===== config.mk =====
export PLATFORM = sky130hd
export DESIGN_NAME = age_endpoint_sel
export DESIGN_NICKNAME = d
export VERILOG_FILES = /design/src/rtl/sel_pkg.sv /design/src/rtl/thr_qualify.sv /design/src/rtl/seq_extreme.sv /design/src/rtl/age_endpoint_sel.sv
export SDC_FILE = /design/constraint.sdc
export NUM_CORES = 1
export LEC_CHECK = 0
export BUFFER_PORTS_ARGS = -buffer_cell sky130_fd_sc_hd__buf_2
export CAP_MARGIN = 20
export CORE_ASPECT_RATIO = 1.75
export CORE_MARGIN = 5
export CORE_UTILIZATION = 50
export DETAILED_ROUTE_END_ITERATION = 10
export GPL_TIMING_DRIVEN = 0
export PLACE_DENSITY = 0.84
export SYNTH_ARGS = -nofsm -noshare
export SYNTH_HDL_FRONTEND = slang
export SYNTH_SLANG_ARGS = --single-unit
export TNS_END_PERCENT = 50

===== constraint.sdc =====
create_clock -name clk -period 9.3 [get_ports clk]
set_input_delay 1.395 -clock clk [delete_from_list [all_inputs] [get_ports clk]]
set_output_delay 1.395 -clock clk [all_outputs]
set_load 0.02 [all_outputs]

===== src/rtl/sel_pkg.sv =====
package sel_pkg;

    // Direction of an extreme search over sequence numbers
    typedef enum logic {
        PICK_MIN = 1'b0,
        PICK_MAX = 1'b1
    } pick_e;

    // Strict unsigned "better than" test; equality never wins, so the
    // earliest candidate in a scan keeps the slot on a tie.
    function automatic logic beats(input pick_e dir,
                                   input logic [63:0] cand,
                                   input logic [63:0] best);
        if (dir == PICK_MAX) return cand > best;
        else                 return cand < best;
    endfunction

endpackage


===== src/rtl/thr_qualify.sv =====
module thr_qualify #(
    parameter int NTHR = 4
) (
    input  logic [NTHR-1:0] act_mask,
    input  logic [NTHR-1:0] q_empty,
    input  logic [NTHR-1:0] hd_ready,
    output logic [NTHR-1:0] elig,
    output logic            any_ready
);

    logic [NTHR-1:0] rdy_masked;

    always_comb begin
        elig       = act_mask & ~q_empty;
        // an empty queue has no head, so its ready bit is discarded
        rdy_masked = hd_ready & elig;
        any_ready  = |rdy_masked;
    end

endmodule


===== src/rtl/seq_extreme.sv =====
module seq_extreme
    import sel_pkg::*;
#(
    parameter int    NTHR  = 4,
    parameter int    SEQ_W = 16,
    parameter int    TID_W = 2,
    parameter pick_e DIR   = PICK_MIN
) (
    input  logic [NTHR-1:0]       elig,
    input  logic [NTHR*SEQ_W-1:0] seq,
    output logic                  found,
    output logic [TID_W-1:0]      win_tid
);

    logic [SEQ_W-1:0] best;

    always_comb begin
        found   = 1'b0;
        win_tid = '0;
        best    = '0;
        for (int i = 0; i < NTHR; i++) begin
            if (elig[i]) begin
                if (!found || beats(DIR, 64'(seq[i*SEQ_W +: SEQ_W]), 64'(best))) begin
                    found   = 1'b1;
                    win_tid = TID_W'(i);
                    best    = seq[i*SEQ_W +: SEQ_W];
                end
            end
        end
    end

endmodule


===== src/rtl/age_endpoint_sel.sv =====
module age_endpoint_sel
    import sel_pkg::*;
#(
    parameter int NTHR    = 4,
    parameter int SEQ_W   = 16,
    parameter bit REG_OUT = 1'b1,
    localparam int TID_W  = (NTHR > 1) ? $clog2(NTHR) : 1
) (
    input  logic                  clk,
    input  logic                  rst_n,
    input  logic [NTHR-1:0]       act_mask,
    input  logic [NTHR-1:0]       q_empty,
    input  logic [NTHR-1:0]       hd_ready,
    input  logic [NTHR*SEQ_W-1:0] hd_seq,
    input  logic [NTHR*SEQ_W-1:0] tl_seq,
    output logic                  gh_vld,
    output logic [TID_W-1:0]      gh_tid,
    output logic                  gt_vld,
    output logic [TID_W-1:0]      gt_tid,
    output logic                  commit_ok
);

    typedef struct packed {
        logic             h_vld;
        logic [TID_W-1:0] h_tid;
        logic             t_vld;
        logic [TID_W-1:0] t_tid;
        logic             commit;
    } res_t;

    logic [NTHR-1:0]  elig;
    logic             any_ready;
    logic             h_found, t_found;
    logic [TID_W-1:0] h_win, t_win;
    res_t             res_d, res_q;

    thr_qualify #(.NTHR(NTHR)) u_qual (
        .act_mask (act_mask),
        .q_empty  (q_empty),
        .hd_ready (hd_ready),
        .elig     (elig),
        .any_ready(any_ready)
    );

    seq_extreme #(.NTHR(NTHR), .SEQ_W(SEQ_W), .TID_W(TID_W), .DIR(PICK_MIN)) u_head (
        .elig   (elig),
        .seq    (hd_seq),
        .found  (h_found),
        .win_tid(h_win)
    );

    seq_extreme #(.NTHR(NTHR), .SEQ_W(SEQ_W), .TID_W(TID_W), .DIR(PICK_MAX)) u_tail (
        .elig   (elig),
        .seq    (tl_seq),
        .found  (t_found),
        .win_tid(t_win)
    );

    always_comb begin
        res_d        = '0;
        res_d.h_vld  = h_found;
        res_d.h_tid  = h_found ? h_win : '0;
        res_d.t_vld  = t_found;
        res_d.t_tid  = t_found ? t_win : '0;
        res_d.commit = any_ready;
    end

    generate
        if (REG_OUT) begin : g_reg
            logic armed_q;
            always_ff @(posedge clk) begin
                if (!rst_n) begin
                    res_q   <= '0;
                    armed_q <= 1'b0;
                end else begin
                    res_q   <= res_d;
                    armed_q <= 1'b1;
                end
            end


            out_lag_chk: assert property (@(posedge clk) disable iff (!rst_n)
                armed_q |-> ({gh_vld, gh_tid, gt_vld, gt_tid, commit_ok} == $past(res_d)));
        end else begin : g_comb
            assign res_q = res_d;
        end
    endgenerate

    assign gh_vld    = res_q.h_vld;
    assign gh_tid    = res_q.h_tid;
    assign gt_vld    = res_q.t_vld;
    assign gt_tid    = res_q.t_tid;
    assign commit_ok = res_q.commit;


    head_qual_chk: assert property (@(posedge clk) disable iff (!rst_n)
        h_found |-> (act_mask[h_win] && !q_empty[h_win]));


    tail_qual_chk: assert property (@(posedge clk) disable iff (!rst_n)
        t_found |-> (act_mask[t_win] && !q_empty[t_win]));


    none_qual_chk: assert property (@(posedge clk) disable iff (!rst_n)
        ((act_mask & ~q_empty) == '0) |-> (!res_d.h_vld && !res_d.t_vld && !res_d.commit));


    commit_has_head_chk: assert property (@(posedge clk) disable iff (!rst_n)
        any_ready |-> h_found);

endmodule


=== Word-level counts from Yosys, hierarchy flattened ===
Index checks and enable logic that the tools add are counted.

* Magnitude comparators: 6
* Mux-type cells: 41
* Bitwise operators: 3
* Reductions and logical operators: 14

{| class="wikitable"
|+ Operator list
! operator !! number
|-
| $mux 16 || 10
|-
| $gt 16x16->1 || 3
|-
| $lt 16x16->1 || 3
|-
| $mux 1 || 21
|-
| $mux 2 || 10
|-
| $and 4x4->4 || 2
|-
| $logic_or 1x1->1 || 6
|-
| $logic_not 1->1 || 5
|-
| $not 4->4 || 1
|-
| $reduce_and 2->1 || 2
|-
| $reduce_or 4->1 || 1
|}

* Flip-flop bits (word level): 7
* Input port bits: 142
* Output and inout bits: 7
* Word-level logic and storage cells: 69

=== Depth between registers and ports, before layout ===
Gate-level depths: netlist of run 1.

* Depth in word-level cells: 19
* Depth in mapped cells: 30
* Gate-level depth less buffers: 25

=== Modules after synthesis ===
A second synthesis of run 1 with hierarchy kept.

* Cell total of the unflattened synthesis: 469
* Area, all modules: 3753.6 µm²

{| class="wikitable"
|+ By module, submodules not included
! module !! instances !! cells an instance !! area an instance (µm²) !! sequential area each (µm²)
|-
| seq_extreme at u_tail || 1 || 220 || 1788.0 || 0.0
|-
| seq_extreme at u_head || 1 || 226 || 1711.6 || 0.0
|-
| age_endpoint_sel || 1 || 14 || 187.7 || 140.1
|-
| thr_qualify || 1 || 9 || 66.3 || 0.0
|}

=== Least setup slack after synthesis of run 1 ===
OpenSTA, ideal clock, no wires.

* Path kind: input to register
* From: in act_mask[0]
* To: reg res_q (netlist bit gt_tid[1])
* Arrival time: 7.080 ns
* Data required time: 9.161 ns
* Setup slack: 2.081 ns
* Cell stages on the path: 28
* Path buffers: 5
* Cells stage by stage: nor2b_1 > clkbuf_1 > clkbuf_1 > clkbuf_1 > nand2_1 > ha_1 > and3_1 > nand4_1 > a2111oi_1 > nor4_1 > a211oi_2 > buf_4 > a22oi_1 > ha_1 > a2111oi_0 > o31a_1 > o21ai_0 > o21ai_1 > clkbuf_1 > a21oi_1 > a31o_1 > ha_1 > a2111oi_0 > o31a_1 > o21ai_0 > o21ai_0 > a21bo_2 > a31oi_1

* Word-level cells in the longest chain between the ends: 18

{| class="wikitable"
|+ RTL lines
! element !! line !! source
|-
| start, declared || age_endpoint_sel.sv:11 || <nowiki>input logic [NTHR-1:0] act_mask,</nowiki>
|-
| $and 4x4->4 * || thr_qualify.sv:14 || <nowiki>elig = act_mask & ~q_empty;</nowiki>
|-
| $mux 16 || seq_extreme.sv:22 || <nowiki>if (elig[i]) begin</nowiki>
|-
| $gt 16x16->1 || sel_pkg.sv:14 || <nowiki>if (dir == PICK_MAX) return cand > best;</nowiki>
|-
| $mux 1 || seq_extreme.sv:22 ||
|-
| $logic_or 1x1->1 || seq_extreme.sv:23 || <nowiki>if (!found || beats(DIR, 64'(seq[i*SEQ_W +: SEQ_W]), 64'(best))) begin</nowiki>
|-
| $mux 16 || seq_extreme.sv:23 ||
|-
| $mux 16 || seq_extreme.sv:22 ||
|-
| $gt 16x16->1 || sel_pkg.sv:14 ||
|-
| [2 not listed] || - ||
|-
| $mux 16 || seq_extreme.sv:23 ||
|-
| $mux 16 || seq_extreme.sv:22 ||
|-
| $gt 16x16->1 || sel_pkg.sv:14 ||
|-
| $mux 1 || seq_extreme.sv:22 ||
|-
| $logic_or 1x1->1 || seq_extreme.sv:23 ||
|-
| $mux 1 || seq_extreme.sv:23 ||
|-
| $mux 1 || seq_extreme.sv:22 ||
|-
| $reduce_and 2->1 (no source line) || - ||
|-
| end signal, assigned || age_endpoint_sel.sv:76 || <nowiki>res_q <= res_d;</nowiki>
|-
| end, declared || age_endpoint_sel.sv:35 || <nowiki>res_t res_d, res_q;</nowiki>
|}

Every way passes the cells marked *; elsewhere a longest branch is shown, timed or not. The select of a mux whose other input is x is not followed.
A chain may end at the register's enable or synchronous reset.

=== Worst setup path after layout of run 1 ===
Same ends and word-level chain as after synthesis.

==> metrics.txt, run 1 <==
unrepaired setup endpoints after global routing no; count of endpoints failing setup in the final report 0; maximum number of pins on one net before global-route repair 11; combinational fraction of design power 0.694; clock net sink count 7; First DRT Iteration DRCs 211; CTS tree yes; worst setup path start act_mask[0]; placeable core region between 6000 and 7000 um2; #FFs+latches synth 7; maximum fanout count along the critical path 10; reported net switching power approximately 150 uW; area of the die 8610 um2; share of synthesized area occupied by flip-flops and latches 0.0412; fmax 0.117 GHz; maximum count of clock buffers along a single path 2; PnR Total Power 351 uW; P per Cell Area just over 80 nW/um2; Layout Nets 832; Yosys warning count 0; data arrival at the endpoint of the critical path 8.67 ns; final standard cell count with taps included and fillers excluded ~680; count of boundary I/O pins around 150; total internal power between 200 and 250 uW; Root Buffer Master sky130_fd_sc_hd__clkbuf_16; Clock Power Share 0.210; synthesized area around 3400 um2; total vias in the final route 4287; leftover overflow at the end of global routing 0; number of buffers added on ports around 150; Peak supply drop about 56 uV; max-cap violations 0; global-route usage over all layers 0.280; register clock-pin slew on the reported worst setup and hold paths ~0.040 ns; TritonCTS Buffers 3; max-slew violation count 0; path category of the worst min-delay check primary input to flop; DR WL/cell between 15 and 20 um; reported leakage power 0.00212 uW; ant diodes 0; final number of hold-violating endpoints 0; remaining design rule violation count 0; post-route setup TNS 0 ns; Crit path top cell by count sky130_fd_sc_hd__clkbuf_1; Die Span X 72.3 um; synth unique cells 58; Die Y between 100 and 150 um; area growth from synthesis to final layout 27.8%; sum of routed wire length over all layers 12600 um; most common flop cell mapped by yosys sky130_fd_sc_hd__dfxtp_1; Cell Count Post-Placement 671; crit path max-delay cell type sky130_fd_sc_hd__a2111oi_0; number of flops mapped to enable cells by yosys 0; transition time at the pin with the least slew margin about 0.76 ns; run status complete, no violations; Post-Layout Inst Area about 4300 um2; portion of the clock cycle consumed by the worst path in the final layout 0.922; share of async-settable or async-resettable flops after synthesis 0; length of the first detailed-routing pass in iterations 5; number of antenna violations at the first check in global routing 0; number of global-route vias before repair 4461; area taken by flip-flops and latches 140 um2; minimum setup slack in the final design ~0.72 ns; average footprint of a synthesized cell around 7.7 um2; floorplan row count 39; final period demand of the worst path ~8.6 ns; number of hold buffers added after CTS 0; commonest non-fill, non-tap cells in the layout 150 x sky130_fd_sc_hd__buf_2, 93 x sky130_fd_sc_hd__ha_1, 50 x sky130_fd_sc_hd__nand2_1; Startpoint Class primary input; Post-Syn Instances 441; Flop pwr share 0.096; data required time of the worst path approximately 9.4 ns; kind of critical path primary input to flop; CP peak stage delay between 0.5 and 0.6 ns; net switching share of the total power 0.430; post-detailed-route count of antenna-violating nets 0; Starting Density 0.516; Synth Net Count a little under 700; category of the worst setup path capture point flop; placed wire-length estimate roughly 11000 um; setup slack after placement 0.460 ns; number of instances on the worst hold path 2; end point of the critical path gt_tid[1]; most common cell after layout, fill and taps aside sky130_fd_sc_hd__buf_2; routability congestion estimate from global placement between 0.9 and 1; fraction of final layout cells sized beyond drive strength 1 0.285; filler instances about 630; Post-DP Area between 4000 and 5000 um2; post-detailed-route via-to-cell ratio about 6.3; deepest level of the CTS H-tree 1; worst relative slew slack 0.490; first-pass GRT wire length slightly below 20000 um; combined area of the multi-input logic cells roughly 3100 um2
per-layer routing:
| layer | vias to the layer above | wire [um] | track usage |
|---|---|---|---|
| li1 | 2072 | - | - |
| met1 | 1942 | 4260 | 0.257 |
| met2 | 214 | 6590 | 0.538 |
| met3 | 59 | 776 | 0.0253 |
| met4 | 0 | 1010 | 0.213 |
| met5 | - | 0 | 0 |
cell usage after synthesis, types with 4 or more instances:
cell                       number  share of area
sky130_fd_sc_hd__dfxtp_1        7          0.041
sky130_fd_sc_hd__inv_1          9         0.0099
sky130_fd_sc_hd__o21ai_1        5         0.0074
sky130_fd_sc_hd__ha_1          93           0.34
sky130_fd_sc_hd__o21ai_0       15          0.022
sky130_fd_sc_hd__a32oi_1        4          0.010
sky130_fd_sc_hd__nor2_1        16          0.018
sky130_fd_sc_hd__nand4_1       11          0.020
sky130_fd_sc_hd__nor2b_1        6          0.011
sky130_fd_sc_hd__a22oi_1       29          0.064
sky130_fd_sc_hd__nand2_1       50          0.055
sky130_fd_sc_hd__nand2b_1       4         0.0074
sky130_fd_sc_hd__a21o_1        25          0.055
sky130_fd_sc_hd__a21oi_1       37          0.054
sky130_fd_sc_hd__nor4_1        18          0.033
sky130_fd_sc_hd__nand3_1        7          0.010
sky130_fd_sc_hd__a31o_1        15          0.039
sky130_fd_sc_hd__clkbuf_1      14          0.015
sky130_fd_sc_hd__nor3_1         5         0.0074
sky130_fd_sc_hd__a211oi_1       6          0.013
sky130_fd_sc_hd__o21a_1         9          0.020
timing repair:
| action | 4_1_cts | 5_1_grt |
|---|---|---|
| endpoints found under the setup margin | 0 | 2 |
| buffers inserted | 0 | 3 |
| gates resized for setup | 0 | 0 |
cells by family after synthesis:
family | synth area share
buffers and inverters | 0.0394
flip-flops | 0.0412
AO/OA/AOI/OAI | 0.367
AND/OR/NAND/NOR | 0.206
adder cells (fa/ha/maj) | 0.342
multiplexers | 0.00331
sequential cells by signal (all words and copies together), names as in the netlist:
| name | cells |
|---|---|
| commit_ok | 1 |
| gh_vld | 1 |
| gh_tid | 2 |
| gt_tid | 2 |
| gt_vld | 1 |
stage by stage:
stage                     hold slack, ns   util
after global routing                1.48  0.659
final                               1.46  0.659
after CTS                           1.45  0.656
after detailed placement            1.69  0.644
after floorplan                     1.55      -
after global placement              1.68  0.644
power groups by stage:
| stage | combinational (uW) | sequential (uW) | clock, uW |
|---|---|---|---|
| 5_1_grt | 274 | 33.8 | 76.4 |
| 3_5_place_dp | 240 | 34.1 | 0 |
| 3_3_place_gp | 232 | 34.0 | 0 |
| 2_1_floorplan | 149 | 37.5 | 0 |
| 6_report | 244 | 33.7 | 73.7 |
| 4_1_cts | 242 | 33.7 | 74.5 |
final cells by class:
cell class              instances  area share
plain buffers                  20      0.0230
inverters                       9     0.00778
clock inverters                 1     0.00115
repair buffers                151       0.176
flip-flops and latches          7      0.0323
clock buffers                   3      0.0173
well taps                      82      0.0236
multi-input cells             405       0.719
how the worst min path moves through the flow:
stage           from        end  slack, ns
6_report       rst_n  commit_ok       1.46
5_1_grt        rst_n  commit_ok       1.48
4_1_cts        rst_n  commit_ok       1.45
3_5_place_dp   rst_n  commit_ok       1.69
3_3_place_gp   rst_n  commit_ok       1.68
2_1_floorplan  rst_n  commit_ok       1.55
worst max-delay path: cells and delay by family:
kind / cells / cell delay, ns
AO/OA/AOI/OAI: 14 / 3.47
adder cells (fa/ha/maj): 3 / 0.92
buffers and inverters: 6 / 1.94
AND/OR/NAND/NOR: 6 / 0.93
(Power assumes the default switching activity.)
==> run 2, diff against run 1 <==
--- a/config.mk
+++ b/config.mk
@@ -12,6 +12,7 @@
 export CORE_UTILIZATION = 50
 export DETAILED_ROUTE_END_ITERATION = 10
 export GPL_TIMING_DRIVEN = 0
+export MAX_ROUTING_LAYER = met4
 export PLACE_DENSITY = 0.84
 export SYNTH_ARGS = -nofsm -noshare
 export SYNTH_HDL_FRONTEND = slang
==> run 2 against run 1 <==
  * Global-route usage rose by 1.5 points
  * Worst setup slack improved by 0.040 ns
  * Routed wire length rose by 2.1%
  * Fmax rose by 0.47%
  * Critical endpoint is now gh_tid[0]
==> metrics.txt, run 2 (synthesis results as in run 1) <==
run status complete, no violations; maximum count of clock buffers along a single path 2 (unchanged); placeable core region 6590 um2 (unchanged); most common cell after layout, fill and taps aside sky130_fd_sc_hd__buf_2; Startpoint Class primary input; crit path max-delay cell type sky130_fd_sc_hd__clkbuf_1; path category of the worst min-delay check primary input to flop; max-slew violation count 0 (unchanged); CTS tree yes; unrepaired setup endpoints after global routing no; clock net sink count 7 (unchanged); number of hold buffers added after CTS 0 (unchanged); floorplan row count 39 (unchanged); fmax 0.117 GHz (+0.47%); remaining design rule violation count 0 (unchanged); leftover overflow at the end of global routing 0 (unchanged); first-pass GRT wire length 19700 um (+1.9%); Crit path top cell by count sky130_fd_sc_hd__clkbuf_1; Post-Layout Inst Area 4340 um2 (about the same); post-route setup TNS 0 ns (unchanged); worst setup path start act_mask[0]; Root Buffer Master sky130_fd_sc_hd__clkbuf_16; commonest non-fill, non-tap cells in the layout 150 x sky130_fd_sc_hd__buf_2, 93 x sky130_fd_sc_hd__ha_1, 50 x sky130_fd_sc_hd__nand2_1; Peak supply drop 66.8 uV (+19%); worst relative slew slack 0.501 (+0.0111); fraction of final layout cells sized beyond drive strength 1 0.284 (-0.00168); data required time of the worst path 9.40 ns (about the same); Die Span X 72.3 um (unchanged); number of antenna violations at the first check in global routing 0 (unchanged); maximum number of pins on one net before global-route repair 11 (unchanged); final number of hold-violating endpoints 0 (unchanged); CP peak stage delay 0.44 ns (-0.09 ns); category of the worst setup path capture point flop; Post-DP Area 4240 um2 (unchanged); transition time at the pin with the least slew margin 0.740 ns (-0.0165 ns); global-route usage over all layers 0.296 (+0.0155); routability congestion estimate from global placement 0.979 (+0.46%); count of boundary I/O pins 149 (unchanged); area growth from synthesis to final layout 27.8% (about the same); data arrival at the endpoint of the critical path 8.63 ns (-0.04 ns); total vias in the final route 4289 (+0.047%); number of global-route vias before repair 4396 (-1.5%); filler instances 619 (-1.1%); Starting Density 0.516 (unchanged); maximum fanout count along the critical path 10 (unchanged); post-detailed-route via-to-cell ratio 6.33 (about the same); portion of the clock cycle consumed by the worst path in the final layout 0.918 (-0.00430); DR WL/cell 19.0 um (+2.1%); P per Cell Area 81.2 nW/um2 (+0.39%); area taken by flip-flops and latches 140 um2 (unchanged); number of buffers added on ports 148 (unchanged); placed wire-length estimate 11200 um (+1.6%); end point of the critical path gh_tid[0]; number of instances on the worst hold path 2 (unchanged); TritonCTS Buffers 3 (unchanged); length of the first detailed-routing pass in iterations 5 (unchanged); kind of critical path primary input to flop; max-cap violations 0 (unchanged); First DRT Iteration DRCs 253 (+20%); sum of routed wire length over all layers 12900 um (+2.1%); area of the die 8610 um2 (unchanged); Die Y 119 um (unchanged); Layout Nets 832 (unchanged); combined area of the multi-input logic cells 3120 um2 (unchanged); reported leakage power 0.00212 uW (-0.13%); register clock-pin slew on the reported worst setup and hold paths 0.03 ns (about the same); Post CTS Setup Buffer Count 0 (unchanged); count of endpoints failing setup in the final report 0 (unchanged); final period demand of the worst path 8.54 ns (-0.0400 ns); deepest level of the CTS H-tree 1 (unchanged); number of cells upsized or downsized after cts 0 (unchanged); post-detailed-route count of antenna-violating nets 0 (unchanged); ant diodes 0 (unchanged)
[run 2: changes by cell type in the layout (fill, tap and decap cells not counted), sizes merged]
cell    previous run  this run
clkbuf            17        18
clkinv             1         0
[run 2: how the worst min path moves through the flow]
stage          start   endpoint
2_1_floorplan  rst_n  commit_ok
6_report       rst_n  commit_ok
3_3_place_gp   rst_n  commit_ok
5_1_grt        rst_n  commit_ok
3_5_place_dp   rst_n  commit_ok
4_1_cts        rst_n  commit_ok
[run 2: report_power, final]
part | total (uW) | internal [uW] | switching, uW
Clock | 73.1 | 57.0 | 16.1
Combinational | 246 | 111 | 134
Sequential | 33.7 | 32.9 | 0.785
[run 2: per-layer routing]
metal,vias up,wire length [um],GRT usage
li1,2067,-,-
met1,1953,4290,0.268
met2,216,6810,0.563
met3,53,895,0.0295
met4,0,905,0.180
met5,-,0,-
[run 2: per-stage QoR]
step | instances | power [uW] | setup slack [ns] | utilization | hold WS [ns]
after floorplan | 441 | 186 | 2.08 | - | 1.55
after global placement | 671 | 267 | 0.615 | 0.644 | 1.68
after detailed placement | 671 | 276 | 0.377 | 0.644 | 1.68
after CTS | 675 | 350 | 0.592 | 0.656 | 1.47
after global routing | 678 | 385 | 0.128 | 0.659 | 1.48
final | 678 | 353 | 0.763 | 0.659 | 1.47
[run 2: cell type report]
| class | count | area share |
|---|---|---|
| Buffer | 20 | 0.0230 |
| Clock buffer | 4 | 0.0182 |
| Inverter | 9 | 0.00778 |
| Multi-Input combinational cell | 405 | 0.719 |
| Sequential cell | 7 | 0.0323 |
| Tap cell | 82 | 0.0236 |
| Timing Repair Buffer | 151 | 0.176 |
[run 2: critical path, delay by kind of cell]
kind / cells / cell delay, ns
fa+ha+maj: 3 / 0.95
simple gates: 9 / 1.82
compound gates: 12 / 2.40
buf+inv: 6 / 2.04
==> run 3, diff against run 2 <==
--- a/config.mk
+++ b/config.mk
@@ -13,8 +13,9 @@
 export DETAILED_ROUTE_END_ITERATION = 10
 export GPL_TIMING_DRIVEN = 0
 export MAX_ROUTING_LAYER = met4
-export PLACE_DENSITY = 0.84
+export PLACE_DENSITY = 0.82
 export SYNTH_ARGS = -nofsm -noshare
 export SYNTH_HDL_FRONTEND = slang
+export SYNTH_HIERARCHICAL = 1
 export SYNTH_SLANG_ARGS = --single-unit
 export TNS_END_PERCENT = 50
==> run 3 against run 2 <==
  * Sequential cell count stayed put
  * Worst setup slack better by 0.21 ns
  * First-iteration DRC count is 54% lower
  * Highest routed layer unchanged
  * Power down 2.3%
  * Largest power group unchanged
  * Routed wire length down 8.0%
  * Die area grew 9.3%
  * Clock power barely moved
  * Non-clock buffer count shrank 11
  * Critical path depth rose by 3
  * Sequential power about the same
  * Global-route usage shrank 4.8 points
==> metrics.txt, run 3 <==
run status complete, no violations; final period demand of the worst path 8.33 ns (-0.207 ns); remaining design rule violation count 0 (unchanged); CTS tree yes; most frequent cells after synthesis 93 x sky130_fd_sc_hd__ha_1, 54 x sky130_fd_sc_hd__inv_1, 49 x sky130_fd_sc_hd__nand2_1; number of antenna violations at the first check in global routing 1 (+1); count of endpoints failing setup in the final report 0 (unchanged); library cell with the largest summed area after synthesis sky130_fd_sc_hd__ha_1; CP peak stage delay 0.53 ns (+0.09 ns); Startpoint Class primary input; crit path max-delay cell type sky130_fd_sc_hd__or4b_1; PnR Total Power 344 uW (-2.3%); Die Span X 75.5 um (+4.4%); placeable core region 7280 um2 (+11%); Crit path top cell by count sky130_fd_sc_hd__ha_1; DR WL/cell 16.8 um (-12%); number of flops mapped to enable cells by yosys 0 (unchanged); share of synthesized area occupied by flip-flops and latches 0.0373 (-0.00390); Peak supply drop 54.5 uV (-18%); worst relative slew slack 0.471 (-0.0308); final number of hold-violating endpoints 0 (unchanged); maximum number of pins on one net before global-route repair 11 (unchanged); average footprint of a synthesized cell 8.00 um2 (+3.9%); area of the die 9410 um2 (+9.3%); number of global-route vias before repair 4387 (-0.20%); maximum fanout count along the critical path 10 (unchanged); Post CTS Setup Buffer Count 0 (unchanged); share of async-settable or async-resettable flops after synthesis 0 (unchanged); number of hold buffers added after CTS 0 (unchanged); commonest non-fill, non-tap cells in the layout 150 x sky130_fd_sc_hd__buf_2, 93 x sky130_fd_sc_hd__ha_1, 54 x sky130_fd_sc_hd__inv_1; count of boundary I/O pins 149 (unchanged); sum of routed wire length over all layers 11900 um (-8.0%); area growth from synthesis to final layout 24.8%; fraction of final layout cells sized beyond drive strength 1 0.345 (+0.0610); leftover overflow at the end of global routing 0 (unchanged); portion of the clock cycle consumed by the worst path in the final layout 0.896 (-0.0223); transition time at the pin with the least slew margin 0.793 ns (+0.0524 ns); max-slew violation count 0 (unchanged); data arrival at the endpoint of the critical path 8.45 ns (-0.18 ns); synth unique cells 66 (+14%); register clock-pin slew on the reported worst setup and hold paths 0.04 ns (about the same); deepest level of the CTS H-tree 1 (unchanged); Die Y 125 um (+4.7%); hold slack 1.45 ns (-0.0245 ns); maximum count of clock buffers along a single path 2 (unchanged); Yosys warning count 6 (+6); number of cells upsized or downsized after cts 0 (unchanged); Layout Nets 857 (+3.0%); core utilization of the finished layout 0.643 (-0.0164); Post-Syn Instances 469 (+6.3%); most common flop cell mapped by yosys sky130_fd_sc_hd__dfxtp_1; #FFs+latches synth 7 (unchanged); max-cap violations 0 (unchanged); length of the first detailed-routing pass in iterations 5 (unchanged); Root Buffer Master sky130_fd_sc_hd__clkbuf_16; category of the worst setup path capture point flop; Post-Layout Inst Area 4680 um2 (+7.8%); post-detailed-route count of antenna-violating nets 0 (unchanged); data required time of the worst path 9.42 ns (+0.02 ns); Synth Net Count 704 (+4.1%); routability congestion estimate from global placement 0.972 (-0.67%); Starting Density 0.515 (-0.000573); reported leakage power 0.00248 uW (+17%); largest cells by area after synthesis sky130_fd_sc_hd__ha_1 31%, sky130_fd_sc_hd__mux2_4 7.2%, sky130_fd_sc_hd__inv_1 5.4%; Post-DP Area 4600 um2 (+8.5%); placed wire-length estimate 10700 um (-4.9%); clock net sink count 7 (unchanged); post-detailed-route via-to-cell ratio 5.94 (-6.2%); post-route setup TNS 0 ns (unchanged); number of buffers added on ports 148 (unchanged); global-route usage over all layers 0.248 (-0.0476); P per Cell Area 73.5 nW/um2 (-9.4%); first-pass GRT wire length 18200 um (-7.5%); fmax 0.120 GHz (+2.5%); most common cell after layout, fill and taps aside sky130_fd_sc_hd__buf_2; First DRT Iteration DRCs 117 (-54%); synthesized area 3750 um2 (+10%); kind of critical path primary input to flop; path category of the worst min-delay check primary input to flop; unrepaired setup endpoints after global routing no; dominant cell by count in the synthesized netlist sky130_fd_sc_hd__ha_1; total vias in the final route 4202 (-2.0%); floorplan row count 41 (+5.1%); Synth top area share 0.310 (-0.0324); TritonCTS Buffers 3 (unchanged)
run 3: cell count changes in the layout (fill, tap and decap cells not counted), sizes merged, moves of 4 or more:
cell / delta
inv: +45
a22oi: -30
mux2: +30
a21o: -16
nor4: -16
o22a: +15
a31o: -13
clkbuf: -13
nor2: +10
nand3: -5
nand3b: +4
run 3: metal layers:
| layer | up-vias | wire length (um) | GRT usage |
|---|---|---|---|
| met2 | 187 | 6500 | 0.490 |
| met3 | 38 | 941 | 0.0388 |
| met4 | 0 | 518 | 0.101 |
| met5 | - | 0 | - |
| li1 | 2048 | - | - |
| met1 | 1929 | 3900 | 0.214 |
run 3: where the power goes:
group	switching [uW]	leakage (uW)	total, uW	internal, uW
sequential	0.915	0.0000579	33.5	32.6
clock	16.1	0.0000382	73.1	57.0
combinational	123	0.00238	238	115
total	140	0.00248	344	205
run 3: worst paths after layout:
kind                  startpoint        end  slack (ns)  depth (start not counted)
worst max-delay path  q_empty[0]  gh_tid[0]        0.97                         33
worst min-delay path       rst_n  commit_ok        1.45                          2
run 3: area by class of cell:
cell class | count | area, um2
buffer | 12 | 113
sequential | 7 | 140
tap | 86 | 108
timing repair buffer | 148 | 741
clock buffer | 4 | 78.8
fill | 642 | 2600
multi-input combinational | 396 | 3300
inverter | 54 | 203
antenna | 1 | 2.50
run 3: cells by family (layout without fill, tap and decap cells):
logic type,after synthesis,after routing,share of synthesized area
multiplexers,31,31,0.111
other,0,1,0
flip-flops,7,7,0.0373
adder cells (fa/ha/maj),93,93,0.310
AO/OA/AOI/OAI,129,129,0.256
buffers and inverters,66,218,0.0840
AND/OR/NAND/NOR,143,143,0.202
run 3: critical path, delay by kind of cell:
family,cells,cell delay [ns]
adder cells (fa/ha/maj),3,0.94
AO/OA/AOI/OAI,12,2.36
multiplexers,1,0.31
AND/OR/NAND/NOR,10,2.07
buffers and inverters,7,1.35
run 3: metrics by stage:
step / setup slack, ns / cells
2_1_floorplan: 2.03 / 469
3_3_place_gp: 0.870 / 703
3_5_place_dp: 0.775 / 703
4_1_cts: 1.00 / 707
5_1_grt: 0.518 / 708
6_report: 0.970 / 708
